File: config.mk
export PLATFORM = sky130hd
export DESIGN_NAME = dacc_classifier
export DESIGN_NICKNAME = d
export VERILOG_FILES = /design/src/rtl/dacc_pkg.sv /design/src/rtl/dacc_mode_sel.sv /design/src/rtl/dacc_perm_chk.sv /design/src/rtl/dacc_pa_fmt.sv /design/src/rtl/dacc_sat_cnt.sv /design/src/rtl/dacc_classifier.sv
export SDC_FILE = /design/constraint.sdc
export NUM_CORES = 1
export LEC_CHECK = 0
export BUFFER_PORTS_ARGS = -buffer_cell sky130_fd_sc_hd__buf_2
export CAP_MARGIN = 5
export CORE_ASPECT_RATIO = 0.5
export CORE_MARGIN = 4
export CORE_UTILIZATION = 35
export DETAILED_ROUTE_END_ITERATION = 10
export PLACE_DENSITY = 0.66
export SYNTH_ARGS = -nofsm -noshare
export SYNTH_HDL_FRONTEND = slang
export SYNTH_SLANG_ARGS = --single-unit
export TNS_END_PERCENT = 1
File: constraint.sdc
create_clock -name clk -period 5.15 [get_ports clk]
set_input_delay 0.2575 -clock clk [delete_from_list [all_inputs] [get_ports clk]]
set_output_delay 0.2575 -clock clk [all_outputs]
set_load 0.005 [all_outputs]
File: src/rtl/dacc_pkg.sv
// Shared types and status-bit positions for the data access classifier.
// Assumes a four-level privilege encoding with kernel at zero.
package dacc_pkg;

    typedef enum logic [2:0] {
        FLT_NONE   = 3'd0,
        FLT_ALIGN  = 3'd1,
        FLT_ACV    = 3'd2,
        FLT_PAGE   = 3'd3,
        FLT_MISS   = 3'd4,
        FLT_PTMISS = 3'd5,
        FLT_MCHK   = 3'd6
    } fault_e;

    typedef enum logic [1:0] {
        MODE_KERN = 2'd0,
        MODE_EXEC = 2'd1,
        MODE_SUPV = 2'd2,
        MODE_USER = 2'd3
    } mode_e;

    typedef enum logic [1:0] {
        CLS_NONE = 2'd0,
        CLS_HIT  = 2'd1,
        CLS_MISS = 2'd2,
        CLS_VIOL = 2'd3
    } cls_e;

    localparam int NUM_MODES = 4;
    localparam int ST_W      = 6;
    localparam int ST_WR     = 0;
    localparam int ST_ACV    = 1;
    localparam int ST_FONR   = 2;
    localparam int ST_FONW   = 3;
    localparam int ST_MISS   = 4;
    localparam int ST_BADVA  = 5;
    localparam int NUM_CNT   = 6;
    localparam int CNT_KINDS = 3;

endpackage

File: src/rtl/dacc_mode_sel.sv
// Effective privilege mode selection.
// Firmware code runs in kernel mode unless it asks for the alternate mode;
// all other code runs in the current mode. Purely combinational.
module dacc_mode_sel
    import dacc_pkg::*;
(
    input  logic       fw_pc,
    input  logic       altsel,
    input  logic [1:0] cur_mode,
    input  logic [1:0] alt_mode,
    output logic [1:0] eff_mode
);

    // Pick the mode that governs permission checks.
    always_comb begin
        if (!fw_pc)
            eff_mode = cur_mode;
        else if (altsel)
            eff_mode = alt_mode;
        else
            eff_mode = MODE_KERN;
    end

endmodule

File: src/rtl/dacc_perm_chk.sv
// Permission and trap check for an access that hit in the lookup.
// Assumes the masks carry one bit per mode, indexed by the mode code.
// A denial takes priority over a fault-on trap; the trap bit is still
// reported with a denial so the handler sees both causes.
module dacc_perm_chk
    import dacc_pkg::*;
(
    input  logic                 store,
    input  logic [1:0]           mode,
    input  logic [NUM_MODES-1:0] rd_en,
    input  logic [NUM_MODES-1:0] wr_en,
    input  logic                 fonr,
    input  logic                 fonw,
    output fault_e               fault,
    output logic [ST_W-1:0]      status
);

    logic allowed;
    logic trap;

    // Select the mask bit and trap bit for the access direction.
    always_comb begin
        allowed = store ? wr_en[mode] : rd_en[mode];
        trap    = store ? fonw : fonr;
    end

    // Classify into denial, trap or pass and build the status word.
    always_comb begin
        fault  = FLT_NONE;
        status = '0;
        if (!allowed) begin
            fault          = FLT_ACV;
            status[ST_ACV] = 1'b1;
            status[ST_WR]  = store;
            if (store) status[ST_FONW] = fonw;
            else       status[ST_FONR] = fonr;
        end else if (trap) begin
            fault         = FLT_PAGE;
            status[ST_WR] = store;
            if (store) status[ST_FONW] = 1'b1;
            else       status[ST_FONR] = 1'b1;
        end
    end

endmodule

File: src/rtl/dacc_pa_fmt.sv
// Physical address range check and uncacheable decoding.
// Takes a wide raw address and flags any bit above the implemented width.
// The top implemented bit marks uncacheable space; in that case a field
// below it is cleared. Purely combinational.
module dacc_pa_fmt #(
    parameter int RAW_W     = 64,
    parameter int PA_W      = 44,
    parameter int UC_CLR_LO = 35
) (
    input  logic [RAW_W-1:0] raw,
    output logic             over_range,
    output logic             uncached,
    output logic [PA_W-1:0]  pa
);

    // Range test, uncacheable decode and field clearing.
    always_comb begin
        over_range = |raw[RAW_W-1:PA_W];
        uncached   = raw[PA_W-1];
        pa         = raw[PA_W-1:0];
        if (uncached)
            pa[PA_W-2:UC_CLR_LO] = '0;
    end

endmodule

File: src/rtl/dacc_sat_cnt.sv
// Saturating event counter: increments by one per event and sticks at
// its all-ones value. Synchronous active-low reset.
module dacc_sat_cnt #(
    parameter int CNT_W = 8
) (
    input  logic             clk,
    input  logic             rst_n,
    input  logic             inc,
    output logic [CNT_W-1:0] count
);

    localparam logic [CNT_W-1:0] CNT_MAX = '1;

    // Count events until the ceiling is reached.
    always_ff @(posedge clk) begin
        if (!rst_n)
            count <= '0;
        else if (inc && count != CNT_MAX)
            count <= count + 1'b1;
    end

endmodule

File: src/rtl/dacc_classifier.sv
// Data access translation and fault classifier (top).
// Accepts one load/store per cycle, applies the checks in priority order
// (alignment, physical bypass, address form, superpage window, lookup and
// permissions, physical range) and registers the physical address, the
// uncacheable flag, the fault code and the status word one cycle later.
// Assumes the lookup result on the tlb_* inputs belongs to req_va in the
// same cycle. Six saturating counters record hits, misses and violations.
module dacc_classifier
    import dacc_pkg::*;
#(
    parameter int           VA_W       = 64,
    parameter int           PA_W       = 44,
    parameter int           PPN_W      = 32,
    parameter int           PAGE_SHIFT = 13,
    parameter int           SIZE_W     = 4,
    parameter int           VA_SIGN    = 47,
    parameter int           SP_HI      = 47,
    parameter int           SP_LO      = 41,
    parameter logic [6:0]   SP_TAG     = 7'h7e,
    parameter int           SP_EXT     = 40,
    parameter int           UC_CLR_LO  = 35,
    parameter int           CNT_W      = 8
) (
    input  logic                 clk,
    input  logic                 rst_n,
    input  logic                 req_valid,
    input  logic [VA_W-1:0]      req_va,
    input  logic [SIZE_W-1:0]    req_size,
    input  logic                 req_store,
    input  logic                 req_phys,
    input  logic                 req_altsel,
    input  logic                 req_ptacc,
    input  logic                 fw_pc,
    input  logic [1:0]           cur_mode,
    input  logic [1:0]           alt_mode,
    input  logic                 tlb_hit,
    input  logic [PPN_W-1:0]     tlb_ppn,
    input  logic [NUM_MODES-1:0] tlb_rd_en,
    input  logic [NUM_MODES-1:0] tlb_wr_en,
    input  logic                 tlb_for,
    input  logic                 tlb_fow,
    output logic                 rsp_valid,
    output logic [PA_W-1:0]      rsp_pa,
    output logic                 rsp_uncached,
    output logic [2:0]           rsp_fault,
    output logic [ST_W-1:0]      rsp_status,
    output logic [CNT_W-1:0]     cnt_rd_hit,
    output logic [CNT_W-1:0]     cnt_rd_miss,
    output logic [CNT_W-1:0]     cnt_rd_viol,
    output logic [CNT_W-1:0]     cnt_wr_hit,
    output logic [CNT_W-1:0]     cnt_wr_miss,
    output logic [CNT_W-1:0]     cnt_wr_viol
);

    localparam int TLB_RAW_W = PPN_W + PAGE_SHIFT;
    localparam int RAW_W     = (VA_W > TLB_RAW_W) ? VA_W : TLB_RAW_W;
    localparam int SP_W      = SP_HI - SP_LO + 1;

    // ---------------- effective mode ----------------
    logic [1:0] eff_mode;

    dacc_mode_sel u_mode (
        .fw_pc    (fw_pc),
        .altsel   (req_altsel),
        .cur_mode (cur_mode),
        .alt_mode (alt_mode),
        .eff_mode (eff_mode)
    );

    // ---------------- permission check ----------------
    fault_e          perm_fault;
    logic [ST_W-1:0] perm_status;

    dacc_perm_chk u_perm (
        .store  (req_store),
        .mode   (eff_mode),
        .rd_en  (tlb_rd_en),
        .wr_en  (tlb_wr_en),
        .fonr   (tlb_for),
        .fonw   (tlb_fow),
        .fault  (perm_fault),
        .status (perm_status)
    );

    // ---------------- address decode ----------------
    logic             misaligned;
    logic             va_ok;
    logic             in_sp;
    logic [RAW_W-1:0] phys_raw;
    logic [RAW_W-1:0] sp_raw;
    logic [RAW_W-1:0] tlb_raw;

    // Alignment, address form and superpage window tests.
    always_comb begin
        misaligned = |(req_va[SIZE_W-1:0] & (req_size - 1'b1));
        va_ok      = (&req_va[VA_W-1:VA_SIGN]) | ~(|req_va[VA_W-1:VA_SIGN]);
        in_sp      = (req_va[SP_HI:SP_LO] == SP_TAG[SP_W-1:0]);
    end

    // Candidate raw physical addresses for the three mapping paths.
    always_comb begin
        phys_raw = RAW_W'(req_va);
        tlb_raw  = (RAW_W'(tlb_ppn) << PAGE_SHIFT) | RAW_W'(req_va[PAGE_SHIFT-1:0]);
        for (int i = 0; i < RAW_W; i++) begin
            if (i < SP_EXT)
                sp_raw[i] = req_va[i];
            else if (i < PA_W)
                sp_raw[i] = req_va[SP_EXT];
            else
                sp_raw[i] = 1'b0;
        end
    end

    // ---------------- classification ----------------
    fault_e           pre_fault;
    logic [ST_W-1:0]  pre_status;
    logic [RAW_W-1:0] sel_raw;
    cls_e             cls;

    // Apply the checks in priority order ahead of the range check.
    always_comb begin
        pre_fault  = FLT_NONE;
        pre_status = '0;
        sel_raw    = phys_raw;
        cls        = CLS_NONE;
        if (misaligned) begin
            pre_fault         = FLT_ALIGN;
            pre_status[ST_WR] = req_store;
        end else if (req_phys) begin
            sel_raw = phys_raw;
        end else if (!va_ok) begin
            pre_fault            = FLT_PAGE;
            pre_status[ST_WR]    = req_store;
            pre_status[ST_ACV]   = 1'b1;
            pre_status[ST_BADVA] = 1'b1;
            cls                  = CLS_VIOL;
        end else if (in_sp) begin
            if (cur_mode != MODE_KERN) begin
                pre_fault          = FLT_ACV;
                pre_status[ST_WR]  = req_store;
                pre_status[ST_ACV] = 1'b1;
                cls                = CLS_VIOL;
            end else begin
                sel_raw = sp_raw;
                cls     = CLS_HIT;
            end
        end else if (!tlb_hit) begin
            pre_fault           = req_ptacc ? FLT_PTMISS : FLT_MISS;
            pre_status[ST_WR]   = req_store;
            pre_status[ST_MISS] = 1'b1;
            cls                 = CLS_MISS;
        end else begin
            pre_fault  = perm_fault;
            pre_status = perm_status;
            sel_raw    = tlb_raw;
            cls        = (perm_fault == FLT_NONE) ? CLS_HIT : CLS_VIOL;
        end
    end

    // ---------------- physical range and cacheability ----------------
    logic            over_range;
    logic            pa_uc;
    logic [PA_W-1:0] pa_fmt;

    dacc_pa_fmt #(
        .RAW_W     (RAW_W),
        .PA_W      (PA_W),
        .UC_CLR_LO (UC_CLR_LO)
    ) u_pafmt (
        .raw        (sel_raw),
        .over_range (over_range),
        .uncached   (pa_uc),
        .pa         (pa_fmt)
    );

    fault_e          fin_fault;
    logic            fin_ok;

    // Promote an out-of-range address to a machine check.
    always_comb begin
        fin_fault = pre_fault;
        if (pre_fault == FLT_NONE && over_range)
            fin_fault = FLT_MCHK;
        fin_ok = (fin_fault == FLT_NONE);
    end

    // ---------------- result register ----------------
    // Capture the classified result one cycle after each request.
    always_ff @(posedge clk) begin
        if (!rst_n) begin
            rsp_valid    <= 1'b0;
            rsp_pa       <= '0;
            rsp_uncached <= 1'b0;
            rsp_fault    <= FLT_NONE;
            rsp_status   <= '0;
        end else begin
            rsp_valid <= req_valid;
            if (req_valid) begin
                rsp_pa       <= fin_ok ? pa_fmt : '0;
                rsp_uncached <= fin_ok & pa_uc;
                rsp_fault    <= fin_fault;
                rsp_status   <= pre_status;
            end
        end
    end

    // ---------------- event counters ----------------
    logic [CNT_W-1:0] cnt_bus [NUM_CNT];

    for (genvar g = 0; g < NUM_CNT; g++) begin : g_cnt
        localparam logic G_STORE = (g >= CNT_KINDS);
        localparam cls_e G_CLS   = cls_e'((g % CNT_KINDS) + 1);
        logic inc;
        assign inc = req_valid && (req_store == G_STORE) && (cls == G_CLS);
        dacc_sat_cnt #(.CNT_W(CNT_W)) u_cnt (
            .clk   (clk),
            .rst_n (rst_n),
            .inc   (inc),
            .count (cnt_bus[g])
        );
    end

    assign cnt_rd_hit  = cnt_bus[0];
    assign cnt_rd_miss = cnt_bus[1];
    assign cnt_rd_viol = cnt_bus[2];
    assign cnt_wr_hit  = cnt_bus[3];
    assign cnt_wr_miss = cnt_bus[4];
    assign cnt_wr_viol = cnt_bus[5];

endmodule

==> reports/summary.txt <==
Total number of vias - 4999
Clock transition at path regs - 0.07 ns
Power Total - 1.584 mW
CTS tree - built
Leakage - 2.930 nW
GP Congestion - 0.8595
R2R cell count - 7
# hold bufs at CTS - 0
Hold Path Stages - 2
# DRC - 0
Seq cells post-synth - 102
CP Max Fanout - 31
Routed Antenna Nets - 0
Initial antenna violation count - 1
HP Class - input pin to flop
Post-DP HPWL - 11.36 mm
Htree depth - 3
Drt wl/cell - 14.99 µm
Final Hold Viols - 0
Hold slack - 0.1232 ns
Most frequent cells in the layout - 225 x buf_2, 102 x dfxtp_1, 80 x nand2_1, 39 x mux2i_1, 32 x nand3_1
Asr flop ratio synth - 0%
Status - completed
Postcts setup bufs - 0
Rows - 30
Largest net degree at the start of global routing - 50
Core Footprint - 13850 µm²
Syn-to-layout area delta - 29.63%
Library cells used by synthesis - 62
# resized after CTS - 0
Proportion of layout cells with a drive suffix above 1 - 33.88%
Syn_nets - 706
Latest clock arrival within the worst-skew pair - 0.34 ns
Num ports - 226
First DRT Iteration DRCs - 202
Final critical-path share of the clock period - 60.54%
WP data required - 5.41 ns
Grt total ovfl - 0
Total wire length - 14.71 mm
Post-synth top flop - dfxtp_1
Fill cell count - 1396
Max Freq - 0.3208 GHz
Vias per inst - 5.096
Startpoint types - input pin
Post-synthesis cell area - 5067 µm²
Sequential share of the synthesized area - 40.30%
First-pass GRT wire length - 22.47 mm
WS Path Type - input pin to flop
Max-Cap Viols - 0
Die H - 93.09 µm
Slew margin rel. - 27.69%
Clk sink count - 102
Least-Margin Pin Slew - 1.082 ns
Number of setup violations in the final report - 0
Worst EP arrival - 3.37 ns
RR Startpoint - g_cnt[1].u_cnt.count[0]
Number of global-route vias before repair - 4549
PortBufs - 225
Die area - 16580 µm²
PD cells - 241.1 nW/µm²
Synth warn - 0
Commonest non-fill, non-tap cell in the layout - buf_2
Crit end category - flop
DR pass1 iterations - 4
Fin nets - 913
Cell count after synthesis - 576
Reg2Reg Capture Point - g_cnt[1].u_cnt.count[6]
Die extent in x - 178.2 µm
Maximum VDD drop - 148.0 µV
Crit path capture - rsp_pa[13]
CTS Root Cell - clkbuf_16
Clock skew - 0.01008 ns
Initial Utilization - 36.59%
Reg2reg setup slack - 2.99 ns
Final Max Slew Viols - 0
Total CTS buffers - 9
Syn_area_per_cell - 8.798 µm²
RSZ-0062 raised after global routing - no
Min cycle time layout - 3.118 ns
EDFF count, synth - 0
Setup TNS - 0 ns
Overall Global Routing Usage - 16.64%
Clock tree buffer depth - 2
Critical path launch point - req_size[0]
[cells in the mapped netlist (3+ instances only)]
master	count	share of area (%)
nor2b_1	6	0.74
a31o_2	3	0.52
ha_1	7	1.7
mux2_2	6	1.3
nor4_1	6	0.74
buf_4	7	1.0
xnor2_1	4	0.69
a22o_1	15	2.6
o211ai_1	4	0.59
a211oi_2	3	0.74
nand4_1	19	2.3
or3_1	5	0.62
xor2_1	8	1.4
nand2b_1	17	2.1
nor2_1	29	2.1
clkbuf_1	17	1.3
nand3b_1	5	0.74
and3_1	13	1.6
buf_6	5	1.1
o21ai_1	30	3.0
a21oi_1	20	2.0
nand3_1	32	3.2
o31ai_1	10	1.5
a211oi_1	4	0.59
mux2i_1	39	7.7
or4_1	7	1.0
nand2_1	80	5.9
o21ai_0	18	1.8
nor3_1	4	0.40
inv_1	14	1.0
dfxtp_1	102	40
[stage by stage]
stage	std cells	utilization [%]	instance area (µm²)	setup WS (ns)
finish	981	47.43	6569	2.032
detailed placement	964	45.33	6279	1.662
global placement	964	45.33	6279	1.749
floorplan	576	-	5067	2.583
global route	981	47.43	6569	1.724
CTS	980	47.41	6566	2.013
[layout make-up]
| type | instances | area (µm²) | share of cell area (%) |
|---|---|---|---|
| Clock inverter | 4 | 31.28 | 0.4762 |
| Tap cell | 192 | 240.2 | 3.657 |
| Timing Repair Buffer | 226 | 1134 | 17.26 |
| Clock buffer | 12 | 256.5 | 3.905 |
| Inverter | 15 | 56.30 | 0.8571 |
| Multi-Input combinational cell | 429 | 2806 | 42.72 |
| Antenna cell | 1 | 2.502 | 0.03810 |
| Sequential cell | 102 | 2042 | 31.09 |
[sequential cells by signal (all words and copies together) (netlist names)]
signal and count:
g_cnt.u_cnt.count 48, rsp_pa 44, rsp_status 6, rsp_fault 3, rsp_valid 1
[metal layers]
layer / vias up / GRT usage [%] / wire [µm] / share of wire [%]
met5: - / 0 / 0 / 0
met4: 0 / 4.887 / 272 / 1.8
met3: 16 / 5.048 / 1139 / 7.7
met2: 136 / 29.93 / 7219 / 49
met1: 2316 / 19.13 / 6079 / 41
li1: 2531 / - / - / -
[worst max-delay path: stages]
cell and delay (ns):
buf_2 0.11, inv_1 0.05, ha_1 0.19, xor2_1 0.15
a2111oi_0 0.48, nand2_1 0.50, a221o_1 0.53, a32oi_4 0.30
o2111ai_4 0.47, o21ai_0 0.30
[kinds of logic after synthesis]
family | count (synthesis) | share of synthesized area, %
simple gates | 230 | 22.57
compound gates | 135 | 19.68
flops | 102 | 40.30
buf+inv | 45 | 4.617
mux | 45 | 9.037
xor+xnor | 12 | 2.074
fa+ha+maj | 7 | 1.728
[worst min-delay path by stage]
stage | startpoint | to | slack [ns]
final | req_va[6] | rsp_pa[6] | 0.12
after detailed placement | rsp_pa[40] | rsp_pa[40] | 0.44
after floorplan | req_va[0] | rsp_pa[0] | 0.38
after CTS | req_va[6] | rsp_pa[6] | 0.11
after global placement | rsp_pa[36] | rsp_pa[36] | 0.43
after global routing | req_va[5] | rsp_pa[5] | 0.12
[where the power goes]
group          total [mW]  internal, mW  switching, mW
logic               0.137        0.0601         0.0773
registers           0.794         0.792        0.00210
clock network       0.652         0.356          0.296
total                1.58          1.21          0.375
No activity file was read; power rests on OpenSTA's default activity.
